### src/rtl/gpio_irq_pkg.sv
package gpio_irq_pkg;

    localparam int unsigned REG_ADDR_W = 8;

    // register index carried in offset bits [7:4]
    typedef enum logic [3:0] {
        IDX_LEVEL  = 4'h0,
        IDX_SEL    = 4'h1,
        IDX_MASK   = 4'h2,
        IDX_PAT_HI = 4'h3,
        IDX_PAT_LO = 4'h4,
        IDX_FLAG   = 4'h5
    } reg_idx_e;

    // access kind carried in offset bits [3:0]
    typedef enum logic [3:0] {
        ACC_DIRECT = 4'h0,
        ACC_SET    = 4'h4,
        ACC_CLEAR  = 4'h8
    } access_e;

    // {pattern high, pattern low} in interrupt mode
    typedef enum logic [1:0] {
        TRIG_LOW  = 2'b00,
        TRIG_HIGH = 2'b01,
        TRIG_FALL = 2'b10,
        TRIG_RISE = 2'b11
    } trig_e;

endpackage

### src/rtl/gpio_ctrl_regs.sv
module gpio_ctrl_regs
    import gpio_irq_pkg::*;
#(
    parameter int NPINS = 32
) (
    input  logic             clk,
    input  logic             rst_n,
    input  logic             wr_en,
    input  logic [3:0]       wr_idx,
    input  logic [3:0]       wr_acc,
    input  logic [NPINS-1:0] wr_data,
    output logic [NPINS-1:0] sel_q,
    output logic [NPINS-1:0] mask_q,
    output logic [NPINS-1:0] pat_hi_q,
    output logic [NPINS-1:0] pat_lo_q
);

    // merge one write into a current value according to the alias used
    function automatic logic [NPINS-1:0] merge_wr(
        input logic [NPINS-1:0] cur,
        input logic [3:0]       acc,
        input logic [NPINS-1:0] d
    );
        logic [NPINS-1:0] res;
        case (acc)
            ACC_DIRECT: res = d;
            ACC_SET:    res = cur | d;
            ACC_CLEAR:  res = cur & ~d;
            default:    res = cur;
        endcase
        return res;
    endfunction

    always_ff @(posedge clk or negedge rst_n) begin
        if (!rst_n) begin
            sel_q    <= '0;
            mask_q   <= '1;
            pat_hi_q <= '0;
            pat_lo_q <= '0;
        end else if (wr_en) begin
            case (wr_idx)
                IDX_SEL:    sel_q    <= merge_wr(sel_q,    wr_acc, wr_data);
                IDX_MASK:   mask_q   <= merge_wr(mask_q,   wr_acc, wr_data);
                IDX_PAT_HI: pat_hi_q <= merge_wr(pat_hi_q, wr_acc, wr_data);
                IDX_PAT_LO: pat_lo_q <= merge_wr(pat_lo_q, wr_acc, wr_data);
                default: ;
            endcase
        end
    end

endmodule

### src/rtl/gpio_pin_sync.sv
module gpio_pin_sync #(
    parameter int NPINS  = 32,
    parameter int STAGES = 2
) (
    input  logic             clk,
    input  logic             rst_n,
    input  logic [NPINS-1:0] pin_in,
    output logic [NPINS-1:0] level_o,
    output logic [NPINS-1:0] prev_o
);

    localparam int LAST = STAGES - 1;

    logic [NPINS-1:0] stage_q [STAGES];
    logic [NPINS-1:0] prev_q;

    always_ff @(posedge clk or negedge rst_n) begin
        if (!rst_n) begin
            for (int s = 0; s < STAGES; s++) stage_q[s] <= '0;
            prev_q <= '0;
        end else begin
            stage_q[0] <= pin_in;
            for (int s = 1; s < STAGES; s++) stage_q[s] <= stage_q[s-1];
            prev_q <= stage_q[LAST];
        end
    end

    assign level_o = stage_q[LAST];
    assign prev_o  = prev_q;

endmodule

### src/rtl/gpio_irq_detect.sv
module gpio_irq_detect
    import gpio_irq_pkg::*;
#(
    parameter int NPINS = 32
) (
    input  logic             clk,
    input  logic             rst_n,
    input  logic [NPINS-1:0] sel,
    input  logic [NPINS-1:0] pat_hi,
    input  logic [NPINS-1:0] pat_lo,
    input  logic [NPINS-1:0] level,
    input  logic [NPINS-1:0] prev,
    input  logic [NPINS-1:0] ack,
    output logic [NPINS-1:0] flag_q
);

    function automatic logic trig_hit(input trig_e t, input logic now, input logic was);
        logic h;
        unique case (t)
            TRIG_RISE: h = now & ~was;
            TRIG_FALL: h = ~now & was;
            TRIG_HIGH: h = now;
            TRIG_LOW:  h = ~now;
        endcase
        return h;
    endfunction

    logic [NPINS-1:0] hit_v;

    for (genvar i = 0; i < NPINS; i++) begin : g_pin
        assign hit_v[i] = sel[i] & trig_hit(trig_e'({pat_hi[i], pat_lo[i]}), level[i], prev[i]);
    end

    // an acknowledge wins over a trigger in the same cycle
    always_ff @(posedge clk or negedge rst_n) begin
        if (!rst_n) flag_q <= '0;
        else        flag_q <= (flag_q | hit_v) & ~ack;
    end

endmodule

### src/rtl/gpio_irq_bank.sv
module gpio_irq_bank
    import gpio_irq_pkg::*;
#(
    parameter int NPINS       = 32,
    parameter int SYNC_STAGES = 2
) (
    input  logic                  clk,
    input  logic                  rst_n,
    input  logic                  bus_wr,
    input  logic                  bus_rd,
    input  logic [REG_ADDR_W-1:0] bus_addr,
    input  logic [NPINS-1:0]      bus_wdata,
    output logic [NPINS-1:0]      bus_rdata,
    input  logic [NPINS-1:0]      pin_in,
    output logic [NPINS-1:0]      pin_out,
    output logic                  irq_out
);

    logic [3:0]       reg_idx;
    logic [3:0]       reg_acc;
    logic [NPINS-1:0] sel_q, mask_q, pat_hi_q, pat_lo_q, flag_q;
    logic [NPINS-1:0] lvl_s, prev_s, ack_v, rd_mux, rdata_q;

    assign reg_idx = bus_addr[7:4];
    assign reg_acc = bus_addr[3:0];

    gpio_ctrl_regs #(.NPINS(NPINS)) u_regs (
        .clk      (clk),
        .rst_n    (rst_n),
        .wr_en    (bus_wr),
        .wr_idx   (reg_idx),
        .wr_acc   (reg_acc),
        .wr_data  (bus_wdata),
        .sel_q    (sel_q),
        .mask_q   (mask_q),
        .pat_hi_q (pat_hi_q),
        .pat_lo_q (pat_lo_q)
    );

    gpio_pin_sync #(.NPINS(NPINS), .STAGES(SYNC_STAGES)) u_sync (
        .clk     (clk),
        .rst_n   (rst_n),
        .pin_in  (pin_in),
        .level_o (lvl_s),
        .prev_o  (prev_s)
    );

    // flags are acknowledged only through the clear alias
    assign ack_v = (bus_wr && reg_idx == IDX_FLAG && reg_acc == ACC_CLEAR) ? bus_wdata : '0;

    gpio_irq_detect #(.NPINS(NPINS)) u_det (
        .clk    (clk),
        .rst_n  (rst_n),
        .sel    (sel_q),
        .pat_hi (pat_hi_q),
        .pat_lo (pat_lo_q),
        .level  (lvl_s),
        .prev   (prev_s),
        .ack    (ack_v),
        .flag_q (flag_q)
    );

    always_comb begin
        rd_mux = '0;
        if (reg_acc == ACC_DIRECT) begin
            case (reg_idx)
                IDX_LEVEL:  rd_mux = lvl_s;
                IDX_SEL:    rd_mux = sel_q;
                IDX_MASK:   rd_mux = mask_q;
                IDX_PAT_HI: rd_mux = pat_hi_q;
                IDX_PAT_LO: rd_mux = pat_lo_q;
                IDX_FLAG:   rd_mux = flag_q;
                default:    rd_mux = '0;
            endcase
        end
    end

    always_ff @(posedge clk or negedge rst_n) begin
        if (!rst_n)      rdata_q <= '0;
        else if (bus_rd) rdata_q <= rd_mux;
    end

    assign bus_rdata = rdata_q;
    assign pin_out   = pat_lo_q & ~sel_q;
    assign irq_out   = |(flag_q & ~mask_q);

endmodule

### config.mk
export PLATFORM = sky130hd
export DESIGN_NAME = gpio_irq_bank
export DESIGN_NICKNAME = d
export VERILOG_FILES = /design/src/rtl/gpio_irq_pkg.sv /design/src/rtl/gpio_ctrl_regs.sv /design/src/rtl/gpio_pin_sync.sv /design/src/rtl/gpio_irq_detect.sv /design/src/rtl/gpio_irq_bank.sv
export SDC_FILE = /design/constraint.sdc
export NUM_CORES = 1
export LEC_CHECK = 0
export BUFFER_PORTS_ARGS = -buffer_cell sky130_fd_sc_hd__clkbuf_2
export CORE_ASPECT_RATIO = 0.7
export CORE_MARGIN = 3
export CORE_UTILIZATION = 59
export CTS_BUF_LIST = sky130_fd_sc_hd__clkbuf_8 sky130_fd_sc_hd__clkbuf_16
export DETAILED_ROUTE_END_ITERATION = 16
export PLACE_DENSITY = 0.8
export SYNTH_ARGS = -nofsm -noshare
export SYNTH_HDL_FRONTEND = slang
export SYNTH_SLANG_ARGS = --single-unit
### constraint.sdc
create_clock -name clk -period 1.44 [get_ports clk]
set_clock_uncertainty 0.05 [all_clocks]
set_input_delay 0.144 -clock clk [delete_from_list [all_inputs] [get_ports clk]]
set_output_delay 0.144 -clock clk [all_outputs]
set_load 0.05 [all_outputs]
==> results of run 1 <==
[layout by cell type (no fill, tap or decap), types with 5 or more instances in the layout]
master	netlist	layout
dfrtp_1	256	246
buf_4	0	202
nand2_1	161	161
a22oi_1	128	128
o211ai_1	128	128
clkbuf_2	5	99
o21ai_1	21	96
inv_1	64	69
dlygate4sd3_1	0	65
o21ai_0	139	64
o22ai_1	48	38
nor2b_1	64	36
and3_1	36	36
a21oi_1	32	32
nor3_1	32	32
dfstp_2	32	32
buf_8	0	30
clkbuf_16	0	27
nor2b_4	0	20
buf_12	0	11
dfrtp_2	0	10
clkbuf_8	0	9
nor2b_2	0	8
o22ai_2	0	8
nand4_1	6	6
clkinv_2	0	5
[worst min path at each step]
stage          startpoint               to  slack, ps
2_1_floorplan       rst_n     bus_rdata[0]       -200
3_3_place_gp        rst_n     bus_rdata[3]         10
3_5_place_dp        rst_n     bus_rdata[3]         10
4_1_cts             rst_n  u_regs.sel_q[2]         60
5_1_grt             rst_n     bus_rdata[3]         70
6_report            rst_n     bus_rdata[3]         40
[cell type report]
class                           instances  area share, %
Antenna cell                            1         0.0145
Multi-Input combinational cell        813           29.5
Clock buffer                           32           4.31
Sequential cell                       288           42.1
Timing Repair Buffer                  417           19.8
Tap cell                              276           2.00
Inverter                               64           1.39
Clock inverter                         16          0.841
[timing repair]
item	CTS	global route
gates resized for setup	113	67
endpoints found under the setup margin	34	40
hold buffers	65	0
setup buffers	65	13
endpoints found under the hold margin	455	0
pin swaps	7	5
[metal layers]
metal	up-vias	GRT usage (%)	share of wire, %
li1	5304	-	-
met4	2	18.2	5.5
met1	6226	51.2	36
met3	262	10.6	13
met5	-	0	0.028
met2	1116	60.0	45
[kinds of logic (layout without fill, tap and decap cells)]
logic type	count (synthesis)	count (layout)	share of synthesized area [%]
AO/OA/AOI/OAI	497	497	25.0
AND/OR/NAND/NOR	316	316	12.7
flip-flops	288	288	56.9
buffers and inverters	172	529	5.40
other	0	1	0
[sequential cells by signal (all words and copies together), names as in the netlist]
register         cells
u_det.flag_q        32
u_regs.mask_q       32
u_regs.sel_q        32
u_sync.prev_o       32
u_sync.stage_q      32
u_regs.pat_hi_q     32
u_sync.level_o      32
u_regs.pat_lo_q     32
bus_rdata           32
[per-stage QoR]
step | hold WS, ps | instances | setup slack, ps | area, sq um
3_3_place_gp | 13.6 | 1715 | -309 | 14500
6_report | 38.2 | 1907 | -665 | 17300
4_1_cts | 59.4 | 1893 | -657 | 17000
3_5_place_dp | 13.2 | 1715 | -320 | 14500
5_1_grt | 70.9 | 1907 | -713 | 17300
2_1_floorplan | -202 | 1273 | -123 | 12900
[power by group]
part	switching [mW]	internal (mW)
Sequential	0.856	9.08
Combinational	2.77	2.42
Clock	3.07	4.18
==> out/metrics.csv, run 1 <==
metric;value;unit
status;complete, but fails checks;
failed_checks;negative setup slack;
ant_nets;0;
final.min_clock_period;2110;ps
synthTopCellsByArea;dfrtp_1 (50%), a22oi_1 (7.5%), o211ai_1 (7.5%), dfstp_2 (6.6%), o21ai_0 (5.5%);
grt_usage;38.6;%
crit_start;u_regs.mask_q[28];
synthesis.area;12700;sq um
slowest_delay;550;ps
vias;12900;
ff2ff_setup_slack;40;ps
ff2ff_path_depth;5;
synth_area_per_cell;10.0;sq um
dp_hpwl;26700;um
fmax;475;MHz
drt_wl_total;46400;um
ir_worst_vdd;0.954;mV
path_cells;o22ai_2 -> nor4_2 -> nand4_1 -> buf_8;
p_total;22.4;mW
timing.rr.end;bus_rdata[22];
core;21000;sq um
worst-path-stages;4;
cp.required;1250;ps
grt_pass1_vias;12800;
ios;141;
drive_gt1_share;29.8;%
routabilityCongestion;0.898;
die_w;182;um
htreeDepth;1;
syn-num-nets;1349;
multi_input_area;5100;sq um
drc;0;
worstMarginPinSlew;412;ps
start_util;60.7;%
die-height;129;um
setup_viol;21;
critPathSlowestCell;dfstp_2;
endpoint;irq_out;
finalHoldViolCount;0;
nFillCells;1139;
cts-buffers-inserted;26;
synth_top_area_share;50.3;%
worstReg2RegStart;u_regs.sel_q[22];
worst-path-max-fanout;2;
cp-start-kind;flop;
drt_first_iter_violations;1886;
yosys_warnings;0;
port_buffers;140;
grt_pass1_wl;71200;um
fp.dieArea;23400;sq um
yosysMostFrequentCell;dfrtp_1;
holdCritPathClass;in -> async;
fin_util;82.3;%
fp-row-count;44;
viasPerCell;6.77;
synth_common_cells;dfrtp_1 (256), nand2_1 (161), o21ai_0 (139), a22oi_1 (128), o211ai_1 (128);
synth_edf_count;0;
maxSlewViolCount;0;
seq_area_frac_synth;56.9;%
powerDensity;1300;nW/um^2
leakage;7.52;nW
cts_tree;built;
clk_path_buf_depth;3;
critPathTopFamily;flip-flops;
grt_max_degree;61;
netlist.top_cell.by_area;dfrtp_1;
clock_sinks;288;
maxCapViolCount;0;
avgRoutedWirePerCell;24.3;um
clk_latency;540;ps
ys_types;28;
seq_area;7260;sq um
clkTransAtPathRegs;70;ps
rsz0062_at_grt;yes;
grt_overflow_total;0;
end_kind;output port;
finalSetupTns;-1220;ps
synthCells;1273;
async_reset_ff_share;100;%
arrival;1910;ps
critPathBufInv;1;
ys.flop_type;dfrtp_1;
clockRootBuffer;clkbuf_16;
antenna_found_initial;2;
fin_nets;1686;
worst_slew_margin_rel;72.5;%
drt-pass1-iter-count;6;
synth-seq-cells;288;
worst_slack;-665;ps
min_period_over_period;146;%
area_growth;35.4;%
critPathKind;reg -> out;
Note: power is estimated with default switching activity, not from simulation.
==> inputs of run 2 (changes only) <==
- RECOVER_POWER: default -> 100
==> out/metrics.csv, run 2 (synthesis gave the netlist of run 1 again) <==
metric;value;unit;change
status;complete, but fails checks;;
failed_checks;negative setup slack;;
critPathKind;reg -> out;;
ios;141;;unchanged
worst-path-max-fanout;2;;unchanged
start_util;60.7;%;unchanged
die_w;182;um;unchanged
clkTransAtPathRegs;70;ps;about the same
ff2ff_setup_slack;20;ps;-20 ps
p_total;22.4;mW;-0.14%
grt_overflow_total;0;;unchanged
drive_gt1_share;29.6;%;-0.18 points
placed_cell_area;14500;sq um;unchanged
die-height;129;um;unchanged
antenna_found_initial;2;;unchanged
port_buffers;140;;unchanged
worstMarginPinSlew;1260;ps;+844 ps
critPathTopFamily;flip-flops;;
grt_max_degree;61;;unchanged
final.min_clock_period;2110;ps;+6.49 ps
power_frac_comb;23.1;%;about the same
grt_usage;38.6;%;unchanged
maxCapViolCount;0;;unchanged
final_common_cell;dfrtp_1;;
finalHoldViolCount;0;;unchanged
holdCritPathClass;in -> reg;;
critPathSlowestCell;dfstp_2;;
fp-row-count;44;;unchanged
clock_sinks;288;;unchanged
vias;12800;;-1.0%
cp-start-kind;flop;;
rsz0062_at_grt;yes;;
stdcell_area;17200;sq um;-0.53%
htreeDepth;1;;unchanged
drt-pass1-iter-count;6;;unchanged
grt_pass1_wl;71200;um;unchanged
slowest_delay;550;ps;about the same
worstHoldPathCells;3;;
viasPerCell;6.70;;-1.0%
finalSetupTns;-1680;ps;-456 ps
cp.required;1250;ps;about the same
ir_worst_vdd;0.954;mV;about the same
setup_viol;43;;+100%
routabilityCongestion;0.898;;unchanged
clockRootBuffer;clkbuf_16;;
critPathBufInv;1;;unchanged
avgRoutedWirePerCell;24.3;um;-0.24%
dp.cells;1715;;unchanged
core;21000;sq um;unchanged
cts_tree;built;;
maxSlewViolCount;0;;unchanged
ant_nets;0;;unchanged
arrival;1920;ps;about the same
internal-power;15.7;mW;about the same
fin_nets;1686;;unchanged
path_cells;o22ai_2 -> nor4_2 -> nand4_1 -> buf_8;;
dp_hpwl;26700;um;unchanged
fmax;474;MHz;-0.31%
switchingPower;6.69;mW;-0.26%
leakage;7.48;nW;-0.53%
worst-path-stages;4;;unchanged
final_cell_mix;dfrtp_1 (246), buf_4 (195), nand2_1 (161), a22oi_1 (128), o211ai_1 (128);;
end_kind;output port;;
grt_pass1_vias;12800;;unchanged
worst_slew_margin_rel;16.2;%;-56 points
min_period_over_period;147;%;+0.45 points
p_sw_share;29.9;%;-0.038 points
clk_latency;530;ps;about the same
powerDensity;1300;nW/um^2;+0.40%
worst_slack;-672;ps;-6.49 ps
cts-buffers-inserted;26;;unchanged
drt_first_iter_violations;2029;;+7.6%
area_growth;34.7;%;
clk_path_buf_depth;3;;unchanged
finalNonFillerCells;1907;;unchanged
crit_start;u_regs.mask_q[12];;
timing.rr.end;bus_rdata[22];;
fp.dieArea;23400;sq um;unchanged
drt_wl_total;46300;um;-0.24%
worstReg2RegStart;u_regs.sel_q[22];;
endpoint;irq_out;;
p_seq_share;44.5;%;about the same
clockPowerShare;32.4;%;about the same
ff2ff_path_depth;5;;unchanged
drc;0;;unchanged
run 2: changes by cell type in the layout (fill, tap and decap cells not counted), moves of 2 or more:
| cell | previous run | this run |
|---|---|---|
| o21ai_1 | 96 | 88 |
| buf_4 | 202 | 195 |
| nor4b_2 | 0 | 2 |
| clkbuf_4 | 2 | 8 |
| buf_12 | 11 | 8 |
| nor4b_4 | 3 | 1 |
| clkbuf_2 | 99 | 103 |
| o21ai_0 | 64 | 72 |
run 2: area by class of cell:
| cell class | count | area [sq um] |
|---|---|---|
| Clock buffer | 32 | 744 |
| Antenna cell | 1 | 2.50 |
| Timing Repair Buffer | 417 | 3360 |
| Sequential cell | 288 | 7260 |
| Tap cell | 276 | 345 |
| Multi-Input combinational cell | 813 | 5060 |
| Inverter | 64 | 240 |
| Clock inverter | 16 | 145 |
| Fill cell | 1155 | 3810 |
run 2: worst register-to-register path, delay by kind of cell (launching register included):
kind / cells / cell delay, ps
AOI/OAI and AO/OA: 2 / 300
DFF: 1 / 420
buffers and inverters: 2 / 300
and+or+nand+nor: 1 / 210
run 2: worst min-delay path by stage:
stage / start / end
4_1_cts: rst_n / u_regs.sel_q[2]
3_5_place_dp: rst_n / bus_rdata[3]
6_report: bus_rd / bus_rdata[15]
3_3_place_gp: rst_n / bus_rdata[3]
5_1_grt: bus_rd / bus_rdata[21]
2_1_floorplan: rst_n / bus_rdata[0]
run 2: metal layers:
| metal | up-vias | routed length (um) | GRT usage, % | share of wire (%) |
|---|---|---|---|---|
| met5 | - | 14 | 0 | 0.030 |
| met4 | 2 | 2350 | 18.2 | 5.1 |
| met3 | 239 | 5910 | 10.6 | 13 |
| met2 | 1078 | 21000 | 60.0 | 45 |
| met1 | 6162 | 17100 | 51.2 | 37 |
| li1 | 5298 | - | - | - |
run 2: power groups by stage:
stage	Clock [mW]	Combinational, mW	Sequential [mW]
after floorplan	0	2.13	9.92
after global placement	0	3.23	10.1
after detailed placement	0	3.35	10.2
after CTS	7.20	4.72	9.79
after global routing	7.57	5.51	10.0
final	7.25	5.17	9.94
run 2: metrics by stage:
stage / setup slack [ps] / utilization, % / hold slack (ps)
final: -672 / 81.8 / 137
after global routing: -713 / 81.8 / 122
after CTS: -657 / 81.0 / 59.4
after detailed placement: -320 / 69.2 / 13.2
after global placement: -309 / 69.2 / 13.6
after floorplan: -123 / - / -202
run 2: timing repair:
item,in CTS,in global routing
endpoints found under the hold margin,455,0
gates cloned,0,0
setup buffers,65,13
setup endpoints to repair,34,40
hold buffers,65,0
gates resized for setup,113,67
pin swaps,7,5
